**src/rtl/asram_pkg.sv**
```systemverilog
package asram_pkg;

  typedef enum logic [3:0] {
    ST_IDLE,
    ST_READ_ACCESS,
    ST_READ_CAPTURE,
    ST_WRITE_SETUP,
    ST_WRITE_PULSE,
    ST_WRITE_HOLD,
    ST_BUS_TURNAROUND,
    ST_SLEEP,
    ST_WAKE
  } ctrlState_e;

  // Strobes from control to datapath, all active high.
  typedef struct packed {
    logic selActive;   // both chip selects asserted
    logic retain;      // active-high select pulled low
    logic outEnable;   // RAM output enable asserted
    logic writeStrobe; // write enable asserted
    logic busDrive;    // controller drives the data bus
    logic loadReq;     // latch address and write data
    logic captureRd;   // sample read data this edge
    logic opDone;      // operation finishes this cycle
  } pinStrobe_t;

  // Rounds a time up to whole clock cycles, never below one.
  function automatic int unsigned nsToCycles(input int unsigned ns,
                                             input int unsigned periodNs);
    int unsigned c;
    c = (ns + periodNs - 1) / periodNs;
    if (c < 1) c = 1;
    return c;
  endfunction

  function automatic int unsigned maxOf(input int unsigned a,
                                        input int unsigned b);
    return (a > b) ? a : b;
  endfunction

endpackage

```
**src/rtl/asram_ctrl_fsm.sv**
```systemverilog
module asram_ctrl_fsm
  import asram_pkg::*;
#(
  parameter int unsigned CLK_PERIOD_NS = 4,
  parameter int unsigned T_AA_NS       = 85,
  parameter int unsigned T_OE_NS       = 45,
  parameter int unsigned T_WP_NS       = 55,
  parameter int unsigned T_AW_NS       = 75,
  parameter int unsigned T_DW_NS       = 35,
  parameter int unsigned T_OHZ_NS      = 35,
  parameter int unsigned T_RC_NS       = 85
) (
  input  logic       clk,
  input  logic       rstN,
  input  logic       reqValid,
  input  logic       reqWrite,
  input  logic       sleepReq,
  output logic       reqReady,
  output pinStrobe_t strobe
);

  localparam int unsigned RD_CYC = maxOf(nsToCycles(T_AA_NS, CLK_PERIOD_NS),
                                         nsToCycles(T_OE_NS, CLK_PERIOD_NS));
  localparam int unsigned AW_CYC = nsToCycles(T_AW_NS, CLK_PERIOD_NS);
  localparam int unsigned AW_PULSE = (AW_CYC > 1) ? AW_CYC - 1 : 1;
  localparam int unsigned WP_CYC = maxOf(maxOf(nsToCycles(T_WP_NS, CLK_PERIOD_NS),
                                               nsToCycles(T_DW_NS, CLK_PERIOD_NS)),
                                         AW_PULSE);
  localparam int unsigned TA_CYC = nsToCycles(T_OHZ_NS, CLK_PERIOD_NS);
  localparam int unsigned RC_CYC = nsToCycles(T_RC_NS, CLK_PERIOD_NS);
  localparam int unsigned MAX_CYC = maxOf(maxOf(RD_CYC, WP_CYC), maxOf(TA_CYC, RC_CYC));
  localparam int unsigned CNT_W = $clog2(MAX_CYC + 1);

  ctrlState_e stateQ, stateD;
  logic [CNT_W-1:0] cntQ, cntD;
  logic cntZero;
  logic accept;

  assign cntZero  = (cntQ == '0);
  assign reqReady = (stateQ == ST_IDLE) && !sleepReq;
  assign accept   = reqReady && reqValid;

  always_comb begin
    stateD = stateQ;
    cntD   = cntZero ? cntQ : cntQ - 1'b1;
    unique case (stateQ)
      ST_IDLE: begin
        if (sleepReq) begin
          stateD = ST_SLEEP;
        end else if (reqValid) begin
          if (reqWrite) begin
            stateD = ST_WRITE_SETUP;
          end else begin
            stateD = ST_READ_ACCESS;
            cntD   = CNT_W'(RD_CYC - 1);
          end
        end
      end
      ST_READ_ACCESS:  if (cntZero) stateD = ST_READ_CAPTURE;
      ST_READ_CAPTURE: begin
        stateD = ST_BUS_TURNAROUND;
        cntD   = CNT_W'(TA_CYC - 1);
      end
      ST_BUS_TURNAROUND: if (cntZero) stateD = ST_IDLE;
      ST_WRITE_SETUP: begin
        stateD = ST_WRITE_PULSE;
        cntD   = CNT_W'(WP_CYC - 1);
      end
      ST_WRITE_PULSE: if (cntZero) stateD = ST_WRITE_HOLD;
      ST_WRITE_HOLD:  stateD = ST_IDLE;
      ST_SLEEP: begin
        if (!sleepReq) begin
          stateD = ST_WAKE;
          cntD   = CNT_W'(RC_CYC - 1);
        end
      end
      ST_WAKE: if (cntZero) stateD = ST_IDLE;
      default: stateD = ST_IDLE;
    endcase
  end

  always_ff @(posedge clk or negedge rstN) begin
    if (!rstN) begin
      stateQ <= ST_IDLE;
      cntQ   <= '0;
    end else begin
      stateQ <= stateD;
      cntQ   <= cntD;
    end
  end

  always_comb begin
    strobe             = '0;
    strobe.loadReq     = accept;
    strobe.retain      = (stateQ == ST_SLEEP);
    strobe.selActive   = (stateQ == ST_READ_ACCESS) || (stateQ == ST_READ_CAPTURE) ||
                         (stateQ == ST_WRITE_SETUP) || (stateQ == ST_WRITE_PULSE) ||
                         (stateQ == ST_WRITE_HOLD);
    strobe.outEnable   = (stateQ == ST_READ_ACCESS) || (stateQ == ST_READ_CAPTURE);
    strobe.writeStrobe = (stateQ == ST_WRITE_PULSE);
    strobe.busDrive    = (stateQ == ST_WRITE_SETUP) || (stateQ == ST_WRITE_PULSE) ||
                         (stateQ == ST_WRITE_HOLD);
    strobe.captureRd   = (stateQ == ST_READ_CAPTURE);
    strobe.opDone      = (stateQ == ST_READ_CAPTURE) || (stateQ == ST_WRITE_HOLD);
  end

endmodule

```
**src/rtl/asram_datapath.sv**
```systemverilog
module asram_datapath
  import asram_pkg::*;
#(
  parameter int unsigned ADDR_W = 18,
  parameter int unsigned DATA_W = 8
) (
  input  logic              clk,
  input  logic              rstN,
  input  pinStrobe_t        strobe,
  input  logic [ADDR_W-1:0] reqAddr,
  input  logic [DATA_W-1:0] reqWdata,
  input  logic [DATA_W-1:0] memDin,
  output logic              rspValid,
  output logic [DATA_W-1:0] rspRdata,
  output logic [ADDR_W-1:0] memAddr,
  output logic              memCsN,
  output logic              memCs,
  output logic              memWeN,
  output logic              memOeN,
  output logic [DATA_W-1:0] memDout,
  output logic              memDrive
);

  logic [ADDR_W-1:0] addrQ;
  logic [DATA_W-1:0] wdataQ;
  logic [DATA_W-1:0] rdataQ;
  logic              doneQ;

  always_ff @(posedge clk or negedge rstN) begin
    if (!rstN) begin
      addrQ  <= '0;
      wdataQ <= '0;
      rdataQ <= '0;
      doneQ  <= 1'b0;
    end else begin
      if (strobe.loadReq) begin
        addrQ  <= reqAddr;
        wdataQ <= reqWdata;
      end
      if (strobe.captureRd) rdataQ <= memDin;
      doneQ <= strobe.opDone;
    end
  end

  assign memAddr  = addrQ;
  assign memDout  = wdataQ;
  assign memCsN   = !strobe.selActive;
  assign memCs    = !strobe.retain;
  assign memWeN   = !strobe.writeStrobe;
  assign memOeN   = !strobe.outEnable;
  assign memDrive = strobe.busDrive;
  assign rspValid = doneQ;
  assign rspRdata = rdataQ;

endmodule

```
**src/rtl/async_sram_ctrl.sv**
```systemverilog
module async_sram_ctrl
  import asram_pkg::*;
#(
  parameter int unsigned ADDR_W        = 18,
  parameter int unsigned DATA_W        = 8,
  parameter int unsigned CLK_PERIOD_NS = 4,
  parameter int unsigned T_AA_NS       = 85,
  parameter int unsigned T_OE_NS       = 45,
  parameter int unsigned T_WP_NS       = 55,
  parameter int unsigned T_AW_NS       = 75,
  parameter int unsigned T_DW_NS       = 35,
  parameter int unsigned T_OHZ_NS      = 35,
  parameter int unsigned T_RC_NS       = 85
) (
  input  logic              clk,
  input  logic              rstN,
  input  logic              reqValid,
  input  logic              reqWrite,
  input  logic [ADDR_W-1:0] reqAddr,
  input  logic [DATA_W-1:0] reqWdata,
  input  logic              sleepReq,
  output logic              reqReady,
  output logic              rspValid,
  output logic [DATA_W-1:0] rspRdata,
  output logic [ADDR_W-1:0] memAddr,
  output logic              memCsN,
  output logic              memCs,
  output logic              memWeN,
  output logic              memOeN,
  output logic [DATA_W-1:0] memDout,
  output logic              memDrive,
  input  logic [DATA_W-1:0] memDin
);

  pinStrobe_t strobe;

  asram_ctrl_fsm #(
    .CLK_PERIOD_NS(CLK_PERIOD_NS),
    .T_AA_NS(T_AA_NS),
    .T_OE_NS(T_OE_NS),
    .T_WP_NS(T_WP_NS),
    .T_AW_NS(T_AW_NS),
    .T_DW_NS(T_DW_NS),
    .T_OHZ_NS(T_OHZ_NS),
    .T_RC_NS(T_RC_NS)
  ) ctrlI (
    .clk(clk),
    .rstN(rstN),
    .reqValid(reqValid),
    .reqWrite(reqWrite),
    .sleepReq(sleepReq),
    .reqReady(reqReady),
    .strobe(strobe)
  );

  asram_datapath #(
    .ADDR_W(ADDR_W),
    .DATA_W(DATA_W)
  ) dpI (
    .clk(clk),
    .rstN(rstN),
    .strobe(strobe),
    .reqAddr(reqAddr),
    .reqWdata(reqWdata),
    .memDin(memDin),
    .rspValid(rspValid),
    .rspRdata(rspRdata),
    .memAddr(memAddr),
    .memCsN(memCsN),
    .memCs(memCs),
    .memWeN(memWeN),
    .memOeN(memOeN),
    .memDout(memDout),
    .memDrive(memDrive)
  );

endmodule

```
**config.mk**
```make
export PLATFORM = sky130hd
export DESIGN_NAME = async_sram_ctrl
export DESIGN_NICKNAME = d
export VERILOG_FILES = /design/src/rtl/asram_pkg.sv /design/src/rtl/asram_ctrl_fsm.sv /design/src/rtl/asram_datapath.sv /design/src/rtl/async_sram_ctrl.sv
export SDC_FILE = /design/constraint.sdc
export NUM_CORES = 1
export LEC_CHECK = 0
export BUFFER_PORTS_ARGS = -buffer_cell sky130_fd_sc_hd__buf_2
export CAP_MARGIN = 25
export CORE_MARGIN = 2
export CORE_UTILIZATION = 25
export DETAILED_ROUTE_END_ITERATION = 16
export GPL_ROUTABILITY_DRIVEN = 0
export PLACE_DENSITY = 0.56
export SYNTH_ARGS = -nofsm -noshare
export SYNTH_HDL_FRONTEND = slang
export SYNTH_SLANG_ARGS = --single-unit
```
**constraint.sdc**
```tcl
create_clock -name clk -period 2.6 [get_ports clk]
set_input_delay 0.39 -clock clk [delete_from_list [all_inputs] [get_ports clk]]
set_output_delay 0.39 -clock clk [all_outputs]
set_load 0.01 [all_outputs]
```
==> results of run 1 <==
==> timing repair <==
| item | 4_1_cts | 5_1_grt |
|---|---|---|
| hold endpoints to repair | 0 | 9 |
| resized for setup | 0 | 0 |
| buffers inserted | 0 | 0 |
| hold buffers | 0 | 1 |
==> through the flow <==
stage / setup slack [ns] / util [%] / instances / total power, µW
after global routing: 0.321 / 32.9 / 344 / 3420
after floorplan: 0.867 / - / 155 / 2240
after CTS: 0.448 / 32.6 / 342 / 3220
after global placement: 0.575 / 31.4 / 334 / 2720
final: 0.442 / 32.9 / 344 / 3170
after detailed placement: 0.573 / 31.4 / 334 / 2750
==> cells in the final DEF, fill, tap and decap left out, drive strengths merged, types with 2 or more instances in the layout <==
cell type   n
mux2       36
nand3       3
nand2       8
o31ai       2
xnor2       2
o31a        2
nor2       10
inv         5
buf        81
or2         2
nand2b      3
a21oi       6
o21ai       6
dfrtp      44
nor3        4
or3         2
clkbuf      7
==> kinds of logic after synthesis <==
| family | Yosys count |
|---|---|
| fa+ha+maj | 1 |
| simple gates | 37 |
| flops | 44 |
| mux | 36 |
| buf+inv | 11 |
| xor+xnor | 3 |
| compound gates | 23 |
==> synth_stat cells, types with 2 or more instances <==
library cell	n	area [µm²]
a21oi_1	6	30.0
buf_2	2	10.0
buf_6	2	22.5
clkbuf_1	2	7.51
dfrtp_1	44	1100
inv_1	5	18.8
mux2_2	16	180
mux2_4	20	300
nand2_1	7	26.3
nand2b_1	3	18.8
nand3_1	3	15.0
nor2_1	9	33.8
nor3_1	3	15.0
o21ai_0	6	30.0
o31a_1	2	17.5
o31ai_1	2	15.0
or2_2	2	12.5
xnor2_1	2	17.5
==> state kept, by name, indices dropped and copies added, names as in the netlist <==
name and count:
ctrlI.stateQ 4, dpI.rspRdata 8, ctrlI.cntQ 5, dpI.memAddr 18, dpI.rspValid 1, dpI.memDout 8
==> worst paths after layout <==
path	start	to	slack [ns]	depth (start not counted)
worst max register to register	ctrlI.stateQ[1]$_DFFE_PN0P_	dpI.memAddr[13]$_DFFE_PN0P_	0.56	4
worst min register to register	dpI.rspRdata[5]$_DFFE_PN0P_	dpI.rspRdata[5]$_DFFE_PN0P_	0.51	1
max in group asynchronous	rstN	ctrlI.stateQ[0]$_DFFE_PN0P_	1.66	3
min in group asynchronous	rstN	dpI.memAddr[1]$_DFFE_PN0P_	0.48	2
worst max-delay path	ctrlI.stateQ[1]$_DFFE_PN0P_	memCsN	0.44	5
worst min-delay path	memDin[7]	dpI.rspRdata[7]$_DFFE_PN0P_	0.32	2
==> where the power goes <==
part / switching [µW] / total (µW) / internal (µW)
sequential: 255 / 1280 / 1020
combinational: 660 / 1450 / 792
clock: 226 / 442 / 216
==> worst max-delay path, cell delays in order (launching register included) <==
cell and delay [ns]:
dfrtp_1 0.63, nand2_1 0.19, mux2_2 0.30, nor2_1 0.14, a21oi_1 0.06, buf_2 0.16
==> layout make-up <==
| cell class | instances | area (µm²) |
|---|---|---|
| clock inverter | 1 | 7.51 |
| inverter | 5 | 18.8 |
| clock buffer | 7 | 86.3 |
| tap | 105 | 131 |
| fill | 865 | 5430 |
| sequential | 44 | 1100 |
| timing repair buffer | 82 | 433 |
| multi-input combinational | 100 | 887 |
==> metal layers <==
metal | global-route usage (%) | wire length [µm]
met1 | 11.3 | 1870
met2 | 15.9 | 2070
met3 | 3.27 | 308
met4 | 3.86 | 64
met5 | 0 | 0
==> results.sh, run 1 <==
export IMPL_crit_fanout=15
export IMPL_ant_nets=0
export IMPL_synth_cells=155
export IMPL_die_h_um=94.5
export IMPL_crit_type="register to primary output"
export IMPL_synth_top_family_by_area="multiplexers"
export IMPL_cts_sinks=44
export IMPL_maxCapViolCount=0
export IMPL_finalClockSkew_ns=0.00569
export IMPL_synth_compound_area_share_pct=7.46
export IMPL_cts_root_buffer="clkbuf_8"
export IMPL_die_w_um=94.5
export IMPL_seq_area_frac_synth_pct=53.8
export IMPL_area_delta_synth_final_pct=30.2
export IMPL_drive_gt1_share_pct=54.8
export IMPL_tns_ns=0
export IMPL_fmax_mhz=463
export IMPL_coreArea_um2=8090
export IMPL_synth_warnings=0
export IMPL_muxShareOfSynthArea_pct=23.5
export IMPL_synth_simple_gate_area_share_pct=10.5
export IMPL_leakagePower_uw=0.00133
export IMPL_grt_pass1_wl_mm=6.71
export IMPL_synthAdderAreaFrac_pct=0.611
export IMPL_slew_violations=0
export IMPL_grt_use_total_pct=9.55
export IMPL_relSlewSlack_pct=66.4
export IMPL_first_global_vias=1494
export IMPL_clk_latency_ns=0.29
export IMPL_hold_path_class="input pin to register"
export IMPL_insertedDiodeCount=0
export IMPL_crit_arrival_ns=1.77
export IMPL_nets=278
export IMPL_dieArea_um2=8930
export IMPL_synthXorXnorAreaFrac_pct=1.28
export IMPL_clockBufferDepth=2
export IMPL_port_buffers=79
export IMPL_placed_area_um2=2540
export IMPL_hold_violations=0
export IMPL_ys_flop_type="dfrtp_1"
export IMPL_setup_viol=0
export IMPL_tightest_slew_ns=0.503
export IMPL_period_minus_slack_ns=2.16
export IMPL_path_clk_slew_ns=0.08
export IMPL_ys_seq_elements=44
export IMPL_rows=33
export IMPL_io_pins=80
export IMPL_numCtsBuffers=5
export IMPL_avgSynthCellArea_um2=13.2
export IMPL_grt_max_degree=45
export IMPL_dr_pass1_iters=4
export IMPL_synth_edff_count=0
export IMPL_htreeDepth=2
export IMPL_drc=0
export IMPL_vias=1523
export IMPL_status="complete, no violations"
export IMPL_rsz0062_at_grt="no"
export IMPL_required_ns=2.21
export IMPL_drt_iter0_markers=46
export IMPL_antenna_found_initial=0
export IMPL_synth_distinct_cells=37
export IMPL_cts_tree="built"
export IMPL_via_per_inst=4.43
export IMPL_place_detailed_hpwl_mm=3.06
export IMPL_synth_nets=195
export IMPL_wl_mm=4.31
export IMPL_endpoint_kind="primary output"
export IMPL_min_period_over_period_pct=83.0
export IMPL_vdd_drop_max_v=0.000474
export IMPL_cp_start_kind="register"
export IMPL_start_util_pct=25.3
export IMPL_wire_per_inst_um=12.5
export IMPL_syn_area_um2=2050
export IMPL_hold_slack_ns=0.324
export IMPL_grt_overflow_total=0
export IMPL_synthArstFlopShare_pct=100
export IMPL_power_density_nw_per_um2=1190
export IMPL_stdcell_area_um2=2670
No activity file was read; power rests on OpenSTA's default activity.
==> run 2: changes to the inputs <==
- PLACE_DENSITY: 0.56 -> 0.57
- clock period: 2.6 -> 1.8 ns (I/O delays scaled with it)
==> run 2 against run 1 <==
Critical path depth shrank 2. Largest cell class unchanged. Power grew 57%. Sequential power rose by 38%. Die area did not move. Hold slack worse by 0.12 ns. Non-clock buffer count is 15 higher. Global-route usage increased by 1.3 points. Register-to-register slack got worse by 0.47 ns. Highest routed layer unchanged.
==> results.sh, run 2 (synthesis results as in run 1) <==
export IMPL_status="complete, no violations"
export IMPL_grt_overflow_total=0
export IMPL_crit_path_end="reqReady"
export IMPL_r2r_cells=5
export IMPL_numCtsBuffers=5
export IMPL_vias=1581
export IMPL_cts_sinks=44
export IMPL_cp_start_kind="register"
export IMPL_hold_violations=0
export IMPL_fmax_mhz=580
export IMPL_io_pins=80
export IMPL_power_switching_share_pct=34.9
export IMPL_path_clk_slew_ns=0.09
export IMPL_die_h_um=94.5
export IMPL_period_minus_slack_ns=1.73
export IMPL_dieArea_um2=8930
export IMPL_layout_commonest_cell="buf_2"
export IMPL_final_cell_mix="buf_2, dfrtp_1, mux2_4, mux2_2, buf_4"
export IMPL_endpoint_kind="primary output"
export IMPL_clockBufferDepth=2
export IMPL_finalClockSkew_ns=0.00447
export IMPL_nets=294
export IMPL_rsz0062_at_grt="yes"
export IMPL_required_ns=1.53
export IMPL_area_delta_synth_final_pct=39.6
export IMPL_relSlewSlack_pct=66.6
export IMPL_insertedDiodeCount=0
export IMPL_wl_mm=4.72
export IMPL_wire_per_inst_um=13.1
export IMPL_leakagePower_uw=0.00143
export IMPL_hold_path_class="input pin to register"
export IMPL_coreArea_um2=8090
export IMPL_first_global_vias=1578
export IMPL_grt_pass1_wl_mm=7.49
export IMPL_via_per_inst=4.39
export IMPL_vdd_drop_max_v=0.000623
export IMPL_min_period_over_period_pct=95.8
export IMPL_worstReg2RegStart="ctrlI.stateQ[0]$_DFFE_PN0P_"
export IMPL_clk_latency_ns=0.29
export IMPL_drt_iter0_markers=90
export IMPL_place_detailed_hpwl_mm=3.29
export IMPL_p_int_uw=3250
export IMPL_dr_pass1_iters=4
export IMPL_placed_cells=343
export IMPL_antenna_found_initial=0
export IMPL_maxCapViolCount=0
export IMPL_slew_violations=0
export IMPL_multiInputGateArea_um2=923
export IMPL_cts_tree="built"
export IMPL_cts_root_buffer="clkbuf_8"
export IMPL_regArea_um2=1100
export IMPL_crit_fanout=2
export IMPL_port_buffers=79
export IMPL_htreeDepth=2
export IMPL_crit_arrival_ns=1.46
export IMPL_stdcell_area_um2=2860
export IMPL_crit_type="register to primary output"
export IMPL_setup_viol=0
export IMPL_reg2reg_setup_slack_ns=0.09
export IMPL_power_share_clock_pct=16.0
export IMPL_pwr_share_seq_pct=35.5
export IMPL_instances_no_fill=360
export IMPL_comb_power_share_pct=48.5
export IMPL_tightest_slew_ns=0.501
export IMPL_fillers=842
export IMPL_drive_gt1_share_pct=59.6
export IMPL_start_util_pct=25.3
export IMPL_p_sw_uw=1740
export IMPL_largest_reg_flops=18
export IMPL_rows=33
export IMPL_power_density_nw_per_um2=1750
export IMPL_die_w_um=94.5
export IMPL_grt_max_degree=27
export IMPL_r2r_end="dpI.memAddr[16]$_DFFE_PN0P_"
export IMPL_cp_startpoint="ctrlI.stateQ[0]$_DFFE_PN0P_"
export IMPL_placed_area_um2=2620
export IMPL_grt_use_total_pct=10.8
export IMPL_ant_nets=0
export IMPL_drc=0
## run 2: changes by cell type in the layout (fill, tap and decap cells not counted), sizes merged
cell      change
buf          +15
bufinv        +1
clkbuf        -1
clkinv        +1
clkinvlp      -1
nand2         +1
## run 2: critical path: stages (launching register included)
cell and delay [ns]:
dfrtp_1 0.40, or3_4 0.39, nor3_4 0.19, buf_2 0.17
## run 2: cell type report
class / count / share of cell area, %
flip-flops and latches: 44 / 38.6
clock inverters: 2 / 1.36
well taps: 105 / 4.60
clock buffers: 6 / 2.89
repair buffers: 97 / 19.6
multi-input cells: 101 / 32.3
inverters: 5 / 0.657
## run 2: repair_timing
item,in CTS,in global routing
setup buffers,6,1
setup endpoints to repair,2,28
hold buffers,1,0
gates cloned,0,1
endpoints found under the hold margin,20,0
pin swaps,0,4
resized for setup,3,7
## run 2: how the worst min path moves through the flow
stage | startpoint | end | cells after the start
2_1_floorplan | rstN | ctrlI.cntQ[0]$_DFF_PN0_ | 0
3_3_place_gp | rstN | dpI.memAddr[8]$_DFFE_PN0P_ | 1
3_5_place_dp | rstN | dpI.memAddr[8]$_DFFE_PN0P_ | 1
4_1_cts | reqAddr[13] | dpI.memAddr[13]$_DFFE_PN0P_ | 2
5_1_grt | memDin[5] | dpI.rspRdata[5]$_DFFE_PN0P_ | 2
6_report | memDin[3] | dpI.rspRdata[3]$_DFFE_PN0P_ | 2
## run 2: per-layer routing
metal  vias up  track usage [%]  share of wire (%)
met5         -                0                  0
met4         0             3.26                1.1
met3         6             2.71                5.6
met2        59             18.0                 49
met1       765             13.8                 44
li1        751                -                  -
## run 2: stage by stage
stage	hold slack (ns)	total power [µW]	TNS [ns]	worst slack, ns	utilization (%)
floorplan	-0.0256	3230	0	0.0792	-
global placement	0.278	4000	0	0.0489	32.4
detailed placement	0.272	4050	0	0.0289	32.4
CTS	0.189	4990	0	0.00708	34.7
global route	0.188	5380	-0.0695	-0.0187	35.3
finish	0.203	4990	0	0.0749	35.3
## run 2: power groups by stage
stage | Sequential, µW | Combinational [µW] | Clock (µW)
global placement | 1790 | 2210 | 0
CTS | 1770 | 2380 | 836
detailed placement | 1810 | 2240 | 0
floorplan | 1940 | 1290 | 0
finish | 1770 | 2420 | 800
global route | 1840 | 2660 | 874
